### config.mk
export PLATFORM = sky130hd
export DESIGN_NAME = irq_line_router
export DESIGN_NICKNAME = d
export VERILOG_FILES = /design/src/rtl/irq_route_pkg.sv /design/src/rtl/irq_route_cfg.sv /design/src/rtl/irq_route_xbar.sv /design/src/rtl/irq_route_fold.sv /design/src/rtl/irq_line_router.sv
export SDC_FILE = /design/constraint.sdc
export NUM_CORES = 1
export LEC_CHECK = 0
export ABC_AREA = 1
export CAP_MARGIN = 40
export CORE_MARGIN = 2
export CORE_UTILIZATION = 44
export DETAILED_ROUTE_END_ITERATION = 10
export PLACE_DENSITY = 0.85
export SYNTH_ARGS = -nofsm -noshare
export SYNTH_HDL_FRONTEND = slang
export SYNTH_SLANG_ARGS = --single-unit
### constraint.sdc
create_clock -name clk -period 1.5 [get_ports clk]
set_clock_uncertainty 0.05 [all_clocks]
set_input_delay 0.3 -clock clk [delete_from_list [all_inputs] [get_ports clk]]
set_output_delay 0.3 -clock clk [all_outputs]
set_load 0.03 [all_outputs]
### src/rtl/irq_route_pkg.sv
package irq_route_pkg;

    localparam int unsigned DEF_B0_N  = 14;
    localparam int unsigned DEF_B1_N  = 24;
    localparam int unsigned DEF_SEL_N = 32;
    localparam int unsigned OR_N      = 3;
    localparam int unsigned CFG_DW    = 32;

    typedef enum logic {
        REG_SELECT  = 1'b0,
        REG_FOLD_EN = 1'b1
    } reg_addr_e;

    typedef enum logic [1:0] {
        FOLD_B0 = 2'd0,
        FOLD_B1 = 2'd1,
        FOLD_B2 = 2'd2
    } fold_idx_e;

    typedef struct packed {
        logic              we;
        reg_addr_e         addr;
        logic [CFG_DW-1:0] data;
    } cfg_wr_t;

    function automatic logic [OR_N-1:0] fold_en_field(input logic [CFG_DW-1:0] d);
        return d[OR_N-1:0];
    endfunction

    function automatic logic wr_hits(input cfg_wr_t w, input reg_addr_e a);
        return w.we && (w.addr == a);
    endfunction

endpackage

### src/rtl/irq_route_cfg.sv
module irq_route_cfg
    import irq_route_pkg::*;
#(
    parameter int unsigned SEL_N = DEF_SEL_N
) (
    input  logic                clk,
    input  logic                rst,
    input  cfg_wr_t             wr,
    output logic [SEL_N-1:0]    sel_o,
    output logic [OR_N-1:0]     fold_en_o
);

    always_ff @(posedge clk) begin
        if (rst) begin
            sel_o <= '0;
        end else if (wr_hits(wr, REG_SELECT)) begin
            sel_o <= wr.data[SEL_N-1:0];
        end
    end

    always_ff @(posedge clk) begin
        if (rst) begin
            fold_en_o <= '0;
        end else if (wr_hits(wr, REG_FOLD_EN)) begin
            fold_en_o <= fold_en_field(wr.data);
        end
    end

endmodule

### src/rtl/irq_route_xbar.sv
module irq_route_xbar
    import irq_route_pkg::*;
#(
    parameter int unsigned B0_N  = DEF_B0_N,
    parameter int unsigned B1_N  = DEF_B1_N,
    parameter int unsigned SEL_N = DEF_SEL_N,
    localparam int unsigned DIR1_N = SEL_N - B0_N,
    localparam int unsigned EXT_N  = B1_N - DIR1_N
) (
    input  logic [B0_N-1:0]        b0,
    input  logic [B1_N-1:0]        b1,
    input  logic [SEL_N-1:0]       b2,
    input  logic [SEL_N-1:0]       sel,
    output logic [SEL_N+EXT_N-1:0] direct
);

    for (genvar i = 0; i < SEL_N; i++) begin : g_shared
        logic home_src;
        if (i < B0_N) begin : g_from_b0
            assign home_src = b0[i];
        end else begin : g_from_b1
            assign home_src = b1[i-B0_N];
        end
        assign direct[i] = sel[i] ? b2[i] : home_src;
    end

    for (genvar j = 0; j < EXT_N; j++) begin : g_fixed
        assign direct[SEL_N+j] = b1[DIR1_N+j];
    end

endmodule

### src/rtl/irq_route_fold.sv
module irq_route_fold
    import irq_route_pkg::*;
#(
    parameter int unsigned B0_N  = DEF_B0_N,
    parameter int unsigned B1_N  = DEF_B1_N,
    parameter int unsigned SEL_N = DEF_SEL_N,
    localparam int unsigned DIR1_N = SEL_N - B0_N
) (
    input  logic [B0_N-1:0]  b0,
    input  logic [B1_N-1:0]  b1,
    input  logic [SEL_N-1:0] b2,
    input  logic [SEL_N-1:0] sel,
    input  logic [OR_N-1:0]  en,
    output logic [OR_N-1:0]  fold
);

    logic [B0_N-1:0]   lost0;
    logic [DIR1_N-1:0] lost1;
    logic [SEL_N-1:0]  lost2;

    // A bank-0/1 source is displaced when its line is given to bank 2;
    // a bank-2 source is displaced while its line stays at home.
    assign lost0 = b0 & sel[B0_N-1:0];
    assign lost1 = b1[DIR1_N-1:0] & sel[SEL_N-1:B0_N];
    assign lost2 = b2 & ~sel;

    always_comb begin
        fold          = '0;
        fold[FOLD_B0] = en[FOLD_B0] && (|lost0);
        fold[FOLD_B1] = en[FOLD_B1] && (|lost1);
        fold[FOLD_B2] = en[FOLD_B2] && (|lost2);
    end

endmodule

### src/rtl/irq_line_router.sv
module irq_line_router
    import irq_route_pkg::*;
#(
    parameter int unsigned B0_N  = DEF_B0_N,
    parameter int unsigned B1_N  = DEF_B1_N,
    parameter int unsigned SEL_N = DEF_SEL_N,
    localparam int unsigned DIR1_N = SEL_N - B0_N,
    localparam int unsigned EXT_N  = B1_N - DIR1_N,
    localparam int unsigned LINES  = SEL_N + EXT_N + OR_N
) (
    input  logic              clk,
    input  logic              rst,
    input  logic [B0_N-1:0]   bank0_irq_i,
    input  logic [B1_N-1:0]   bank1_irq_i,
    input  logic [SEL_N-1:0]  bank2_irq_i,
    input  logic              cfg_we_i,
    input  logic              cfg_addr_i,
    input  logic [CFG_DW-1:0] cfg_wdata_i,
    output logic [LINES-1:0]  line_irq_o
);

    cfg_wr_t                 wr;
    logic [SEL_N-1:0]        sel_q;
    logic [OR_N-1:0]         fold_en_q;
    logic [SEL_N+EXT_N-1:0]  direct;
    logic [OR_N-1:0]         fold;

    assign wr.we   = cfg_we_i;
    assign wr.addr = reg_addr_e'(cfg_addr_i);
    assign wr.data = cfg_wdata_i;

    irq_route_cfg #(.SEL_N(SEL_N)) u_cfg (
        .clk       (clk),
        .rst       (rst),
        .wr        (wr),
        .sel_o     (sel_q),
        .fold_en_o (fold_en_q)
    );

    irq_route_xbar #(.B0_N(B0_N), .B1_N(B1_N), .SEL_N(SEL_N)) u_xbar (
        .b0     (bank0_irq_i),
        .b1     (bank1_irq_i),
        .b2     (bank2_irq_i),
        .sel    (sel_q),
        .direct (direct)
    );

    irq_route_fold #(.B0_N(B0_N), .B1_N(B1_N), .SEL_N(SEL_N)) u_fold (
        .b0   (bank0_irq_i),
        .b1   (bank1_irq_i),
        .b2   (bank2_irq_i),
        .sel  (sel_q),
        .en   (fold_en_q),
        .fold (fold)
    );

    always_ff @(posedge clk) begin
        if (rst) begin
            line_irq_o <= '0;
        end else begin
            line_irq_o <= {fold, direct};
        end
    end

endmodule

==> reports/results.ini <==
[floorplanning]
die_w_um = 88.5
core_area_um2 = 6830
io_pins = 147
rows = 30
initial_core_util_pct = 46.0
die_height_um = 88.5
dieArea_um2 = 7830

[cts]
clock_sinks = 76
cts_tree = built
cts.htree.levels = 3
cts.clk_slew.worst_paths_ns = 0.08
clockBufferDepth = 2
postCtsSetupBuffers = 0
insertion_delay_ns = 0.34
cts_made_buffers = 9
cts_root_buffer = clkbuf_8

[routing]
drtAntennaViolNets = 0
drc_errors = 0
wl_per_cell_um = 13.0
wl_um = 8830
firstDrtPassIters = 4
dr_total_vias = 3215
drt_iter0_markers = 135
vias_per_cell = 4.74

[setup_path]
path_cells = dlygate4sd2_1
cp-end-kind = output port
critPathTopFamily = buffers and inverters
ff2ff_path_depth = 7
worst_setup_path_start_kind = register
cp_data_required_time_ns = 1.15
path_class = register to output port
crit_buf_inv = 1
cp_slowest_cell = dlygate4sd2_1
cp_num_cells = 1
crit_arrival_ns = 1.08
cp_max_fo = 1
cpPeakStageDelay_ns = 0.42

[sta]
setup_viol = 0
timing.hold.ws_ns = 0.395
min_period_ns = 1.43
relSlewSlack_pct = 76.5
finalMaxSlewViolations = 0
max_freq_ghz = 0.700
hold_viol_final = 0
tightest_slew_ns = 0.355
rsz0062_at_grt = no
finalCritPeriodShare_pct = 95.3
tns_ns = 0

[synthesis]
synthMuxAreaShare_pct = 0
synth_xor_area_share_pct = 0
synthFlopType = dfxtp_1
synth_cell_types = 15
synth_compound_area_share_pct = 18.7
yosysSeqAreaShare_pct = 48.5
synth_top_area_cell = dfxtp_1
yosys_warnings = 0
ys_ff_latch = 76
post_synth_and_or_nand_nor_area_fraction_pct = 23.3
synthTopCellsByCount = nand2_1 (94), nor2_1 (91), dfxtp_1 (76)
async_flop_share_pct = 0
synth-adder-area-share_pct = 0
synth_area_um2 = 3140
syn_inst = 425
synth.most_common_cell = nand2_1
avgSynthCellArea_um2 = 7.39
ys_top_cells_by_area = dfxtp_1 (48%), nand2_1 (11%), nor2_1 (11%)
synth_top_cell_area_share_pct = 48.5
syn-num-nets = 531
synth_edf_count = 0
synth_top_family_by_area = simple AND/OR/NAND/NOR gates

[place]
gp_congestion = 0.913
port_buffers = 146
dp_hpwl_um = 6940

[layout]
synthToLayoutAreaGrowth_pct = 56.4
final_layout_size_suffix_gt1_share_pct = 7.73
n_antenna_cell = 0
finalCoreUtilization_pct = 71.9
layout.nets = 684

[hold_path]
hold_depth = 2
min_path_type = register to register

[power_and_ir_drop]
leakage_nw = 2.24
finalPower_mw = 5.07
ir_drop_mv = 0.546
power_density_nw_per_um2 = 1030

[grt]
grt_pass1_wl_um = 13500
grt_overflow_total = 0
grt_pass1_vias = 3189
antenna_found_initial = 0
grt_max_degree = 26
grt.total_usage_pct = 22.5

[flow_run]
cap_violations = 0

[run_status]
status = completed

==> per-stage QoR <==
step	std cells	instance area [um2]	setup slack (ns)
6_report	678	4910	0.0711
5_1_grt	678	4910	0.0402
4_1_cts	678	4910	0.0549
3_5_place_dp	663	4720	-0.0741
3_3_place_gp	663	4720	-0.0270
2_1_floorplan	425	3140	0.528
==> path summary, 6_finish.rpt <==
path	start	to	slack (ns)
setup reg to reg	u_cfg.sel_o[24]$_SDFFE_PP0P_	line_irq_o[40]$_SDFF_PP0_	0.37
hold / removal	u_cfg.fold_en_o[1]$_SDFFE_PP0P_	line_irq_o[39]$_SDFF_PP0_	0.39
setup / recovery	line_irq_o[1]$_SDFF_PP0_	line_irq_o[1]	0.07
hold reg to reg	u_cfg.fold_en_o[1]$_SDFFE_PP0P_	line_irq_o[39]$_SDFF_PP0_	0.39
==> final cells by class <==
type,count,area (um2)
Sequential cell,76,1520
Clock buffer,10,138
Tap cell,96,120
Timing Repair Buffer,155,1550
Fill cell,573,1920
Multi-Input combinational cell,294,1320
Inverter,42,163
Clock inverter,5,100
==> state kept, by name, indices dropped and copies added (netlist names) <==
name,count
line_irq_o,41
u_cfg.fold_en_o,3
u_cfg.sel_o,32
==> timing repair <==
item | in CTS | in global routing
hold buffers | 0 | 0
gates resized for setup | 41 | 0
endpoints found under the setup margin | 41 | 0
==> where the power goes <==
part           switching (mW)  total [mW]  internal [mW]
registers              0.0597        2.22           2.16
clock network           0.720        1.86           1.14
logic                   0.514       0.992          0.478
==> routing by layer <==
layer	up-vias	global-route usage, %	part of all wire, %
met5	-	0	0
met4	0	10.2	2.4
met3	15	4.01	5.8
met2	108	40.0	50
met1	1438	26.5	42
li1	1654	-	-
==> placed cells by master (no fill, tap or decap) <==
master and instances:
dfxtp_1 76, clkinv_2 2, o21ai_1 10, buf_4 3, nand3_1 1, nor2_2 1, clkbuf_8 10, bufinv_16 3
o21ai_2 18, inv_4 2, o21ai_0 39, inv_1 40, clkdlybuf4s50_1 105, nor2_1 91, dlygate4sd2_1 41, nand2_1 94
nand4_1 4, a211oi_1 1, a21oi_1 35, buf_12 6
==> kinds of logic (layout without fill, tap and decap cells) <==
group | count (synthesis) | in the layout
and+or+nand+nor | 191 | 191
buffers and inverters | 55 | 212
AOI/OAI and AO/OA | 103 | 103
DFF | 76 | 76
No activity file was read; power rests on OpenSTA's default activity.
